<file path="src/rtl/fpb_pkg.sv">
package fpb_pkg;

    localparam int FPB_OFF_W     = 4;
    localparam int FPB_LINE_BITS = 8 << FPB_OFF_W;
    localparam int FPB_WORD_BITS = 32;

    localparam logic [1:0] FPB_SZ_BYTE = 2'd0;
    localparam logic [1:0] FPB_SZ_HALF = 2'd1;

    typedef enum logic [1:0] {
        FPB_IDLE     = 2'd0,
        FPB_DEMAND   = 2'd1,
        FPB_PREFETCH = 2'd2
    } fpb_state_e;

endpackage

</file>
<file path="src/rtl/fpb_line_store.sv">
module fpb_line_store #(
    parameter int TAG_W  = 6,
    parameter int DATA_W = 128
) (
    input  logic                clk,
    input  logic                rst_n,
    input  logic                flush,
    input  logic                wr_en,
    input  logic                wr_idx,
    input  logic [TAG_W-1:0]    wr_tag,
    input  logic [DATA_W-1:0]   wr_data,
    input  logic                inv_en,
    input  logic                inv_idx,
    input  logic [TAG_W-1:0]    look_tag,
    output logic [1:0]          hit,
    output logic [1:0]          valid,
    output logic [2*TAG_W-1:0]  tags,
    output logic [DATA_W-1:0]   hit_line
);

    logic [DATA_W-1:0] ent_data [2];

    for (genvar e = 0; e < 2; e++) begin : g_ent
        logic              v_q;
        logic [TAG_W-1:0]  t_q;
        logic [DATA_W-1:0] d_q;

        always_ff @(posedge clk or negedge rst_n) begin
            if (!rst_n) begin
                v_q <= 1'b0;
                t_q <= '0;
            end else if (flush) begin
                v_q <= 1'b0;
            end else if (inv_en && inv_idx == 1'(e)) begin
                v_q <= 1'b0;
            end else if (wr_en && wr_idx == 1'(e)) begin
                v_q <= 1'b1;
                t_q <= wr_tag;
            end
        end

        always_ff @(posedge clk) begin
            if (wr_en && wr_idx == 1'(e)) begin
                d_q <= wr_data;
            end
        end

        assign valid[e]                  = v_q;
        assign tags[e*TAG_W +: TAG_W]    = t_q;
        assign hit[e]                    = v_q && (t_q == look_tag);
        assign ent_data[e]               = d_q;
    end

    assign hit_line = hit[1] ? ent_data[1] : ent_data[0];

    // Two buffers never hold the same valid line
    assert_single_hit_R5: assert property (@(posedge clk) disable iff (!rst_n)
        $onehot0(hit));

    // A flush leaves no valid line behind
    assert_flush_empties_R11: assert property (@(posedge clk) disable iff (!rst_n)
        flush |=> (valid == 2'b00));

endmodule

</file>
<file path="src/rtl/fpb_lane_select.sv">
module fpb_lane_select
    import fpb_pkg::*;
(
    input  logic [FPB_LINE_BITS-1:0] line,
    input  logic [FPB_OFF_W-1:0]     off,
    input  logic [1:0]               size,
    output logic [FPB_WORD_BITS-1:0] data
);

    logic [FPB_WORD_BITS-1:0] word;
    logic [7:0]               byte_v;
    logic [15:0]              half_v;

    always_comb begin
        word   = FPB_WORD_BITS'(line >> {off[3:2], 5'b0});
        byte_v = 8'(word >> {off[1:0], 3'b0});
        half_v = 16'(word >> {off[1], 4'b0});
        unique case (size)
            FPB_SZ_BYTE: data = {24'b0, byte_v};
            FPB_SZ_HALF: data = {16'b0, half_v};
            default:     data = word;
        endcase
    end

endmodule

</file>
<file path="src/rtl/flash_prefetch_ctrl.sv">
module flash_prefetch_ctrl
    import fpb_pkg::*;
#(
    parameter int ADDR_W     = 32,
    parameter int LINE_IDX_W = 6,
    parameter int WS_W       = 4
) (
    input  logic                     clk,
    input  logic                     rst_n,
    input  logic                     flush,
    input  logic [WS_W-1:0]          wait_states,
    input  logic                     cpu_req,
    input  logic [ADDR_W-1:0]        cpu_addr,
    input  logic [1:0]               cpu_size,
    output logic                     cpu_ready,
    output logic [FPB_WORD_BITS-1:0] cpu_rdata,
    output logic                     fl_en,
    output logic [LINE_IDX_W-1:0]    fl_line,
    input  logic [FPB_LINE_BITS-1:0] fl_rdata
);

    localparam int LW     = LINE_IDX_W;
    localparam int LINE_HI = LW + FPB_OFF_W - 1;

    fpb_state_e          state_q, state_d;
    logic [WS_W-1:0]     cnt_q, cnt_d;
    logic                fill_buf_q, fill_buf_d;
    logic [LW-1:0]       fill_tag_q, fill_tag_d;
    logic                mru_q, mru_d;

    logic [LW-1:0]       req_line, next_tag, hit_next;
    logic [1:0]          ent_hit, ent_valid;
    logic [2*LW-1:0]     ent_tags;
    logic [LW-1:0]       tag0, tag1;
    logic [FPB_LINE_BITS-1:0] hit_line, sel_line;
    logic                hit_any, hit_idx, busy, done, pend_hit, miss;
    logic                other_has_next, hit_other_has;
    logic                wr_en, inv_en, inv_idx;
    logic                unused_hi;

    assign req_line  = cpu_addr[LINE_HI:FPB_OFF_W];
    assign unused_hi = ^cpu_addr[ADDR_W-1:LINE_HI+1];
    assign tag0      = ent_tags[LW-1:0];
    assign tag1      = ent_tags[2*LW-1:LW];
    assign hit_any   = |ent_hit;
    assign hit_idx   = ent_hit[1];
    assign busy      = (state_q != FPB_IDLE);
    assign done      = busy && (cnt_q >= wait_states);
    assign pend_hit  = busy && (fill_tag_q == req_line);
    assign miss      = cpu_req && !hit_any && !pend_hit;
    assign next_tag  = fill_tag_q + 1'b1;
    assign hit_next  = req_line + 1'b1;
    assign other_has_next = ent_valid[~fill_buf_q] &&
                            (((~fill_buf_q) ? tag1 : tag0) == next_tag);
    assign hit_other_has  = ent_valid[~hit_idx] &&
                            (((~hit_idx) ? tag1 : tag0) == hit_next);

    fpb_line_store #(.TAG_W(LW), .DATA_W(FPB_LINE_BITS)) u_store (
        .clk      (clk),
        .rst_n    (rst_n),
        .flush    (flush),
        .wr_en    (wr_en),
        .wr_idx   (fill_buf_q),
        .wr_tag   (fill_tag_q),
        .wr_data  (fl_rdata),
        .inv_en   (inv_en),
        .inv_idx  (inv_idx),
        .look_tag (req_line),
        .hit      (ent_hit),
        .valid    (ent_valid),
        .tags     (ent_tags),
        .hit_line (hit_line)
    );

    // State register
    always_ff @(posedge clk or negedge rst_n) begin
        if (!rst_n) begin
            state_q    <= FPB_IDLE;
            cnt_q      <= '0;
            fill_buf_q <= 1'b0;
            fill_tag_q <= '0;
            mru_q      <= 1'b0;
        end else begin
            state_q    <= state_d;
            cnt_q      <= cnt_d;
            fill_buf_q <= fill_buf_d;
            fill_tag_q <= fill_tag_d;
            mru_q      <= mru_d;
        end
    end

    // Transitions and buffer control
    always_comb begin
        state_d    = state_q;
        cnt_d      = busy ? cnt_q + 1'b1 : '0;
        fill_buf_d = fill_buf_q;
        fill_tag_d = fill_tag_q;
        mru_d      = mru_q;
        wr_en      = done && !flush;
        inv_en     = 1'b0;
        inv_idx    = 1'b0;
        if (flush) begin
            state_d = FPB_IDLE;
            cnt_d   = '0;
        end else if (miss) begin
            state_d    = FPB_DEMAND;
            cnt_d      = '0;
            fill_buf_d = ~mru_q;
            fill_tag_d = req_line;
            mru_d      = ~mru_q;
            inv_en     = 1'b1;
            inv_idx    = ~mru_q;
        end else if (done) begin
            cnt_d   = '0;
            state_d = FPB_IDLE;
            if (cpu_req && pend_hit) mru_d = fill_buf_q;
            unique case (state_q)
                FPB_DEMAND, FPB_PREFETCH: begin
                    if ((state_q == FPB_DEMAND || (cpu_req && pend_hit)) && !other_has_next) begin
                        state_d    = FPB_PREFETCH;
                        fill_buf_d = ~fill_buf_q;
                        fill_tag_d = next_tag;
                        inv_en     = 1'b1;
                        inv_idx    = ~fill_buf_q;
                    end
                end
                default: state_d = FPB_IDLE;
            endcase
        end else if (cpu_req && hit_any) begin
            mru_d = hit_idx;
            if (!busy && !hit_other_has) begin
                state_d    = FPB_PREFETCH;
                cnt_d      = '0;
                fill_buf_d = ~hit_idx;
                fill_tag_d = hit_next;
                inv_en     = 1'b1;
                inv_idx    = ~hit_idx;
            end
        end
    end

    // Outputs
    always_comb begin
        unique case (state_q)
            FPB_DEMAND, FPB_PREFETCH: fl_en = 1'b1;
            default:                  fl_en = 1'b0;
        endcase
        fl_line   = fill_tag_q;
        cpu_ready = cpu_req && !flush && (hit_any || (pend_hit && done));
        sel_line  = hit_any ? hit_line : fl_rdata;
    end

    fpb_lane_select u_lane (
        .line (sel_line),
        .off  (cpu_addr[FPB_OFF_W-1:0]),
        .size (cpu_size),
        .data (cpu_rdata)
    );

    // An access keeps its line until it completes or is abandoned
    assert_line_stable_R3: assert property (@(posedge clk) disable iff (!rst_n)
        (fl_en && !done && !flush && !miss) |=> (fl_en && $stable(fl_line)));

    // The wait counter never passes the programmed count
    assert_wait_bound_R2: assert property (@(posedge clk) disable iff (!rst_n)
        (fl_en && $past(fl_en) && $stable(wait_states)) |-> (cnt_q <= wait_states));

    // A miss starts the demand fetch of its own line next cycle
    assert_miss_fetch_R9: assert property (@(posedge clk) disable iff (!rst_n)
        (miss && !flush) |=> (fl_en && fl_line == $past(req_line)));

    // A finished demand fetch is followed by the next line
    assert_follow_on_R6: assert property (@(posedge clk) disable iff (!rst_n)
        (done && state_q == FPB_DEMAND && !flush && !miss && !other_has_next)
        |=> (fl_en && fl_line == $past(next_tag)));

endmodule

</file>
<file path="config.mk">
export PLATFORM = sky130hd
export DESIGN_NAME = flash_prefetch_ctrl
export DESIGN_NICKNAME = d
export VERILOG_FILES = /design/src/rtl/fpb_pkg.sv /design/src/rtl/fpb_line_store.sv /design/src/rtl/fpb_lane_select.sv /design/src/rtl/flash_prefetch_ctrl.sv
export SDC_FILE = /design/constraint.sdc
export NUM_CORES = 1
export LEC_CHECK = 0
export BUFFER_PORTS_ARGS = -buffer_cell sky130_fd_sc_hd__buf_2
export CAP_MARGIN = 0
export CORE_AREA = 5 5 218 220
export DETAILED_ROUTE_END_ITERATION = 10
export DIE_AREA = 0 0 223 225
export HOLD_SLACK_MARGIN = 0.03
export REMOVE_ABC_BUFFERS = 1
export SLEW_MARGIN = 30
export SYNTH_ARGS = -nofsm -noshare
export SYNTH_HDL_FRONTEND = slang
export SYNTH_SLANG_ARGS = --single-unit
</file>
<file path="constraint.sdc">
create_clock -name clk -period 23 [get_ports clk]
set_input_delay 0 -clock clk [delete_from_list [all_inputs] [get_ports clk]]
set_output_delay 0 -clock clk [all_outputs]
set_load 0.03 [all_outputs]
</file>
==> results.md, run 1 <==
* Status: complete, no violations
* Setup TNS at 0 ns
* Clock root buffer master: clkbuf_16
* Yosys synthesis warning count at 0
* Power Dens Cells at 73.4 nW/µm²
* Hold Crit Class: in -> reg
* Seq cells post-synth at 284
* Starting Density at 29.8%
* WHS Endpoint: u_store.g_ent[0].d_q[127]
* Remaining global-route overflow at 0
* # rows at 78
* First-pass GRT wire length at 55.0 mm
* WL/cell at 20.1 µm
* Total track usage at about 14%
* Critical Path Sink Type: output pin
* Synthesized instance count at 816
* Die W at 223 µm
* Total power at 1290 µW
* Period utilization at 19.5%
* Post-route DRC at 0
* Hold_sp: fl_rdata[127]
* H-tree Lvls at 2
* Share of cells above drive strength 1 at 32.9%
* Total number of vias at 8478
* Worst R2R End: u_store.g_ent[0].t_q[2]
* Worst-margin pin slew at 0.964 ns
* Vias per std cell at a little under 5
* First-pass detailed-route iteration total at 5
* PostCTS Resize Cnt at 0
* Crit-path cells: xnor2_1 -> nor4b_2 -> nand2_2 -> buf_4 -> mux4_2 -> mux2i_1 -> o21ai_0 -> mux2i_1 -> a21oi_1 -> buf_2
* HPWL after detailed placement at 23.1 mm
* Slew Limit Fails at 0
* Fillers at 4221
* Post-synthesis cell type count at 58
* Sequential share of the synthesized area at 62.4%
* Worst-Skew Late Latency at around 0.53 ns
* Slowest Stage Delay on Critical Path at 0.68 ns
* Shortest period the worst path allows at 4.50 ns
* CTS tree: yes
* Slowest cell on crit path: o21ai_0
* Primary FF master, synth: edfxtp_1
* Async set-reset flop share out of synthesis at 9.86%
* Hold Vio Cnt, Final at 0
* ANT nets after route at 0
* Top cell by count, worst path: mux2i_1
* Simple-gate area share of the yosys netlist at 5.30%
* First DRT Iteration DRCs at 429
* Die Area at roughly 50000 µm²
* Final setup fails at 0
* Leak Pwr at 0.00644 µW
* Placeable Area at 45100 µm²
* Hold path depth at 2
* Adder-cell share of the synthesized area at 0.838%
* CTS Buf Count at 34
* Worst EP required at 23.00 ns
* Final net count at 1318
* Post-synthesis xor/xnor area fraction at 2.82%
* Mapped Area at 13400 µm²
* Port bufs at 187
* Area delta synth->final at 30.6%
* Final setup margin at approximately 19 ns
* Mux contribution to synthesized area at a little over a fifth
* Worst Clk Skew at ~0.010 ns
* Flop-to-flop setup slack at 18.89 ns
* Max-cap violation count at 0
* Routed wire length at 35.6 mm
* Setup slack at placement at around 19 ns
* RePlAce Congestion at 0.828
* Post-route cell area at 17600 µm²
* Critical Path AT at 4.50 ns
* Reg2reg path depth at 10
* Die Span Y at 225 µm
* CTS Sinks at ~280
* Clock-pin slew on the worst setup and hold paths at ~0.060 ns
* Fmax at 222 MHz
* Max_slew headroom at 35.7%
* Beginning of the worst register-to-register path: state_q[0]
* Critical setup path kind: reg -> out
* RSZ-0062 raised after global routing: false
* Clock Tree Buf Depth at 3
* Startpoint types: flop
* Synth Area in Compound Gates at 5.08%
* CP max FO at 26
* Post-synth EDFFs at about 260
* Antenna violations before repair at 2
* Main combinational cell family by area after synthesis: multiplexers
* Largest net degree at the start of global routing at 68
* Number of global-route vias before repair at 9077
* Min Hold Slack at 0.205 ns
* Area of placed instances at 15100 µm²
* Syn avg cell area at between 15 and 20 µm²
* Peak supply drop at 0.0633 mV
* I/O pin cnt at 210
[worst max-delay path by stage]
stage / from / endpoint / cells after the start
after floorplan: cnt_q[0] / u_store.g_ent[0].t_q[5] / 9
after global placement: u_store.g_ent[1].t_q[5] / fl_line[4] / 10
after detailed placement: state_q[0] / u_store.g_ent[0].t_q[2] / 10
after CTS: u_store.g_ent[1].t_q[5] / cpu_rdata[1] / 10
after global routing: u_store.g_ent[1].t_q[5] / cpu_rdata[1] / 10
final: u_store.g_ent[1].t_q[5] / cpu_rdata[1] / 10
[where the power goes]
group / total (µW) / leakage (µW) / switching (µW) / internal [µW]
Sequential: 587 / 0.00266 / 14.4 / 573
Clock: 536 / 0.000544 / 211 / 325
Combinational: 166 / 0.00323 / 87.4 / 78.6
Total: 1290 / 0.00644 / 312 / 977
[repair_timing]
action                     4_1_cts  5_1_grt
setup buffers                    0        0
hold endpoints to repair       296        0
setup endpoints to repair        0        0
hold buffers                   139        0
[area by class of cell]
cell class / instances / area [µm²] / share of cell area [%]
Antenna cell: 3 / 7.51 / 0.0428
Tap cell: 600 / 751 / 4.28
Inverter: 15 / 56.3 / 0.321
Sequential cell: 284 / 8390 / 47.8
Clock buffer: 43 / 906 / 5.16
Multi-Input combinational cell: 463 / 4800 / 27.3
Timing Repair Buffer: 341 / 2450 / 14.0
Clock inverter: 16 / 195 / 1.11
[registers in the layout, summed over array words and instances, names as in the netlist]
| register | flops |
|---|---|
| u_store.g_ent.d_q | 256 |
| u_store.g_ent.t_q | 12 |
| fl_line | 6 |
| cnt_q | 4 |
| state_q | 2 |
| u_store.g_ent.v_q | 2 |
| fill_buf_q | 1 |
| mru_q | 1 |
[stage by stage]
step	util, %	instances
after floorplan	-	762
after global placement	33.4	1564
after detailed placement	33.4	1564
after CTS	38.9	1762
after global routing	38.9	1764
final	38.9	1765
[cell families (layout without fill, tap and decap cells)]
kind of cell / Yosys count / in the layout
DFF: 284 / 284
muxes: 163 / 163
and+or+nand+nor: 139 / 139
AOI/OAI and AO/OA: 112 / 112
buffers and inverters: 69 / 415
xor gates and xnor gates: 40 / 40
adders and majority gates: 9 / 9
other: 0 / 3
[routing by layer]
| metal | vias to the layer above | share of wire [%] | track usage (%) |
|---|---|---|---|
| met5 | - | 0 | 0 |
| met4 | 0 | 1.9 | 3.48 |
| met3 | 47 | 4.2 | 2.77 |
| met2 | 185 | 50 | 24.2 |
| met1 | 4338 | 44 | 18.5 |
| li1 | 3908 | - | - |
[cells in the mapped netlist, types with 13 or more instances]
| library cell | number | area share (%) |
|---|---|---|
| a21oi_1 | 22 | 0.82 |
| xor2_1 | 21 | 1.4 |
| mux4_2 | 96 | 16 |
| mux2_2 | 13 | 1.1 |
| xnor2_1 | 17 | 1.1 |
| clkbuf_1 | 38 | 1.1 |
| nand2_1 | 52 | 1.5 |
| nor2_1 | 22 | 0.61 |
| and2_1 | 19 | 0.88 |
| o21ai_0 | 53 | 2.0 |
| dfrtp_1 | 28 | 5.2 |
| edfxtp_1 | 256 | 57 |
| mux2i_1 | 44 | 3.3 |
| nand3_1 | 17 | 0.63 |
| inv_1 | 15 | 0.42 |
[critical path, delay by kind of cell (launching register included)]
family	cells	cell delay (ns)
buf+inv	2	0.69
simple gates	2	0.93
mux	3	0.68
flops	1	0.40
xor+xnor	1	0.32
compound gates	2	0.92
[cells in the final DEF (no fill, tap or decap), types with 4 or more instances in the layout]
master,Yosys,routed
dlygate4sd3_1,0,139
clkbuf_16,0,35
nand3_1,17,17
clkinv_2,0,7
o21a_1,4,4
mux2_4,6,6
o21ai_0,53,53
dfrtp_1,28,28
mux4_2,96,96
mux2_1,4,4
xor2_1,21,21
inv_1,15,15
o31ai_1,4,4
bufinv_16,0,4
xnor2_1,17,17
mux2i_1,44,44
a21oi_1,22,22
nor2_1,22,21
and2_1,19,18
nand2_1,52,51
edfxtp_1,256,256
a211oi_1,11,11
buf_4,0,15
ha_1,9,9
clkbuf_1,38,8
mux2_2,13,13
buf_2,11,185
No activity file was read; power rests on OpenSTA's default activity.
==> run 2: changes to the inputs <==
==> constraint.sdc (replaced) <==
create_clock -name clk -period 4.29 [get_ports clk]
set_input_delay 0 -clock clk [delete_from_list [all_inputs] [get_ports clk]]
set_output_delay 0 -clock clk [all_outputs]
set_load 0.03 [all_outputs]
==> results.md, run 2 (synthesized netlist as in run 1, its figures left out) <==
* Clock-pin slew on the worst setup and hold paths at 0.05 ns (about the same)
* Critical Path AT at 3.97 ns (-0.53 ns)
* Slowest Stage Delay on Critical Path at 0.58 ns (-0.10 ns)
* CTS Buf Count at 35 (+2.9%)
* Max reg flops at 256 (unchanged)
* First DRT Iteration DRCs at 503 (+17%)
* Power Dens Cells at 387 nW/µm² (+430%)
* Max-cap violation count at 0 (unchanged)
* CP delay by family, top: simple AND/OR/NAND/NOR gates
* First-pass detailed-route iteration total at 5 (unchanged)
* Leak Pwr at 0.00653 µW (+1.3%)
* H-tree Lvls at 2 (unchanged)
* Setup TNS at 0 ns (unchanged)
* Die Area at 50200 µm² (unchanged)
* Top reg by flops: u_store.g_ent.d_q
* Peak supply drop at 0.273 mV (+330%)
* Die W at 223 µm (unchanged)
* First-pass GRT wire length at 55.4 mm (+0.74%)
* Fillers at 4209 (-0.28%)
* Area delta synth->final at 31.6%
* CTS Sinks at 284 (unchanged)
* WL/cell at 20.5 µm (+1.9%)
* Post-route cell area at 17700 µm² (+0.73%)
* Post-route insts no fill at 1779 (+0.79%)
* Cell count after placement at 1577 (+0.83%)
* Worst EP required at 4.29 ns (-18.71 ns)
* Final core occ at 39.2% (+0.29 points)
* Worst-Skew Late Latency at 0.55 ns (+0.02 ns)
* Slew Limit Fails at 0 (unchanged)
* I/O pin cnt at 210 (unchanged)
* Setup slack at placement at 0.708 ns (-18.16 ns)
* Number of setup buffers added after CTS at 0 (unchanged)
* # rows at 78 (unchanged)
* Max_slew headroom at 39.1% (+3.3 points)
* Crit-path cells: xor2_1 -> nor3b_1 -> and2_2 -> buf_12 -> mux4_2 -> mux2i_1 -> o21ai_0 -> buf_4 -> mux2i_1 -> a21oi_1 -> buf_2
* NetSw at 1740 µW (+460%)
* Commonest non-fill, non-tap cell in the layout: edfxtp_1
* Area of placed instances at 15200 µm² (+1.0%)
* Clock root buffer master: clkbuf_16
* Logic pwr share at 13.3% (+0.4 points)
* Worst-margin pin slew at 0.910 ns (-0.0535 ns)
* Period utilization at 92.6%
* Hold Vio Cnt, Final at 0 (unchanged)
* WP buf/inv at 3 (+1)
* Vias per std cell at 4.82 (+0.31%)
* Top cell by count, worst path: mux2i_1
* Number of global-route vias before repair at 9177 (+1.1%)
* Final setup margin at 0.318 ns (-18.19 ns)
* Switch share at 25.4% (+1.2 points)
* ANT nets after route at 0 (unchanged)
* Share of cells above drive strength 1 at 33.6% (+0.74 points)
* Final net count at 1333 (+1.1%)
* Post-route DRC at 0 (unchanged)
* Hold Crit Class: in -> reg
* Sequential share of power at 46.1% (+0.5 points)
* Antenna violations before repair at 3 (+1)
* Clock Tree Buf Depth at 3 (unchanged)
* Starting Density at 29.8% (unchanged)
* Worst Clk Skew at 0.0158 ns (+0.00540 ns)
* Pint at 5100 µW (+420%)
* Routed wire length at 36.5 mm (+2.7%)
* Die Span Y at 225 µm (unchanged)
* CP max FO at 28 (+7.7%)
* Total number of vias at 8572 (+1.1%)
* CTS tree: yes
* Slowest cell on crit path: nor3b_1
* Largest net degree at the start of global routing at 85 (+25%)
* Status: complete, no violations
* Startpoint types: flop
* Commonest cells after routing, fill and taps aside: edfxtp_1, buf_2, dlygate4sd3_1
* Total track usage at 14.4% (+0.29 points)
* HPWL after detailed placement at 23.7 mm (+2.7%)
* RePlAce Congestion at 0.833 (+0.57%)
* Critical setup path kind: reg -> out
* Port bufs at 187 (unchanged)
* Placeable Area at 45100 µm² (unchanged)
* Fmax at 252 MHz
* RSZ-0062 raised after global routing: false
* Clock share of power at 40.6% (-0.9 points)
* Remaining global-route overflow at 0 (unchanged)
* Final setup fails at 0 (unchanged)
* Shortest period the worst path allows at 3.97 ns
* Critical Path Sink Type: output pin
-- run 2: cell count changes in the layout (fill, tap and decap cells not counted), sizes merged --
cell,delta
buf,+14
diode,-2
clkinvlp,+1
bufinv,-3
clkbuf,-2
clkinv,+4
inv,+2
-- run 2: worst paths after layout --
check / startpoint / end / slack, ns / cells after the start
min in group asynchronous: rst_n / state_q[0] / 0.41 / 3
max in group asynchronous: rst_n / u_store.g_ent[0].t_q[2] / 3.10 / 4
worst max register to register: u_store.g_ent[1].t_q[2] / state_q[0] / 0.71 / 10
worst min register to register: cnt_q[0] / cnt_q[0] / 0.49 / 1
worst max-delay path: u_store.g_ent[1].t_q[1] / cpu_rdata[6] / 0.32 / 11
worst min-delay path: fl_rdata[47] / u_store.g_ent[1].d_q[47] / 0.19 / 2
-- run 2: layout make-up --
class                   instances  area (µm²)  area share [%]
flip-flops and latches        284        8390            47.4
multi-input cells             463        4810            27.2
repair buffers                355        2610            14.8
clock buffers                  41         908            5.14
well taps                     600         751            4.24
clock inverters                20         160           0.905
inverters                      15        56.3           0.318
diodes                          1        2.50          0.0141
-- run 2: timing repair --
item                                    CTS  global route
hold buffers                            140             0
endpoints found under the setup margin    0             4
hold endpoints to repair                296             0
resized for setup                         0             2
-- run 2: per-layer routing --
| layer | global-route usage, % | up-vias | wire (µm) |
|---|---|---|---|
| met5 | 0 | - | 0 |
| met4 | 4.78 | 0 | 821 |
| met3 | 2.41 | 53 | 1840 |
| met2 | 24.8 | 247 | 18400 |
| met1 | 18.5 | 4346 | 15400 |
| li1 | - | 3926 | - |
-- run 2: power by group through the flow --
| stage | clock [µW] | combinational [µW] | sequential (µW) |
|---|---|---|---|
| after detailed placement | 0 | 807 | 3210 |
| after floorplan | 0 | 458 | 3210 |
| final | 2780 | 910 | 3150 |
| after CTS | 2870 | 912 | 3150 |
| after global routing | 2980 | 986 | 3160 |
| after global placement | 0 | 799 | 3210 |
-- run 2: per-stage QoR --
| stage | total power (µW) | hold slack (ns) |
|---|---|---|
| 2_1_floorplan | 3670 | -0.296 |
| 3_3_place_gp | 4000 | 0.0784 |
| 3_5_place_dp | 4010 | 0.0795 |
| 4_1_cts | 6930 | 0.147 |
| 5_1_grt | 7120 | 0.171 |
| 6_report | 6840 | 0.193 |
-- run 2: worst reg2reg max path: stages (launching register included) --
cell and delay [ns]:
dfrtp_1 0.42, xor2_1 0.19, or4_4 0.58, o31ai_1 0.32, a21oi_1 0.12, or4b_4 0.51
nor4_4 0.38, or3_1 0.23, nand3_1 0.09, a21oi_1 0.13, dlygate4sd3_1 0.55
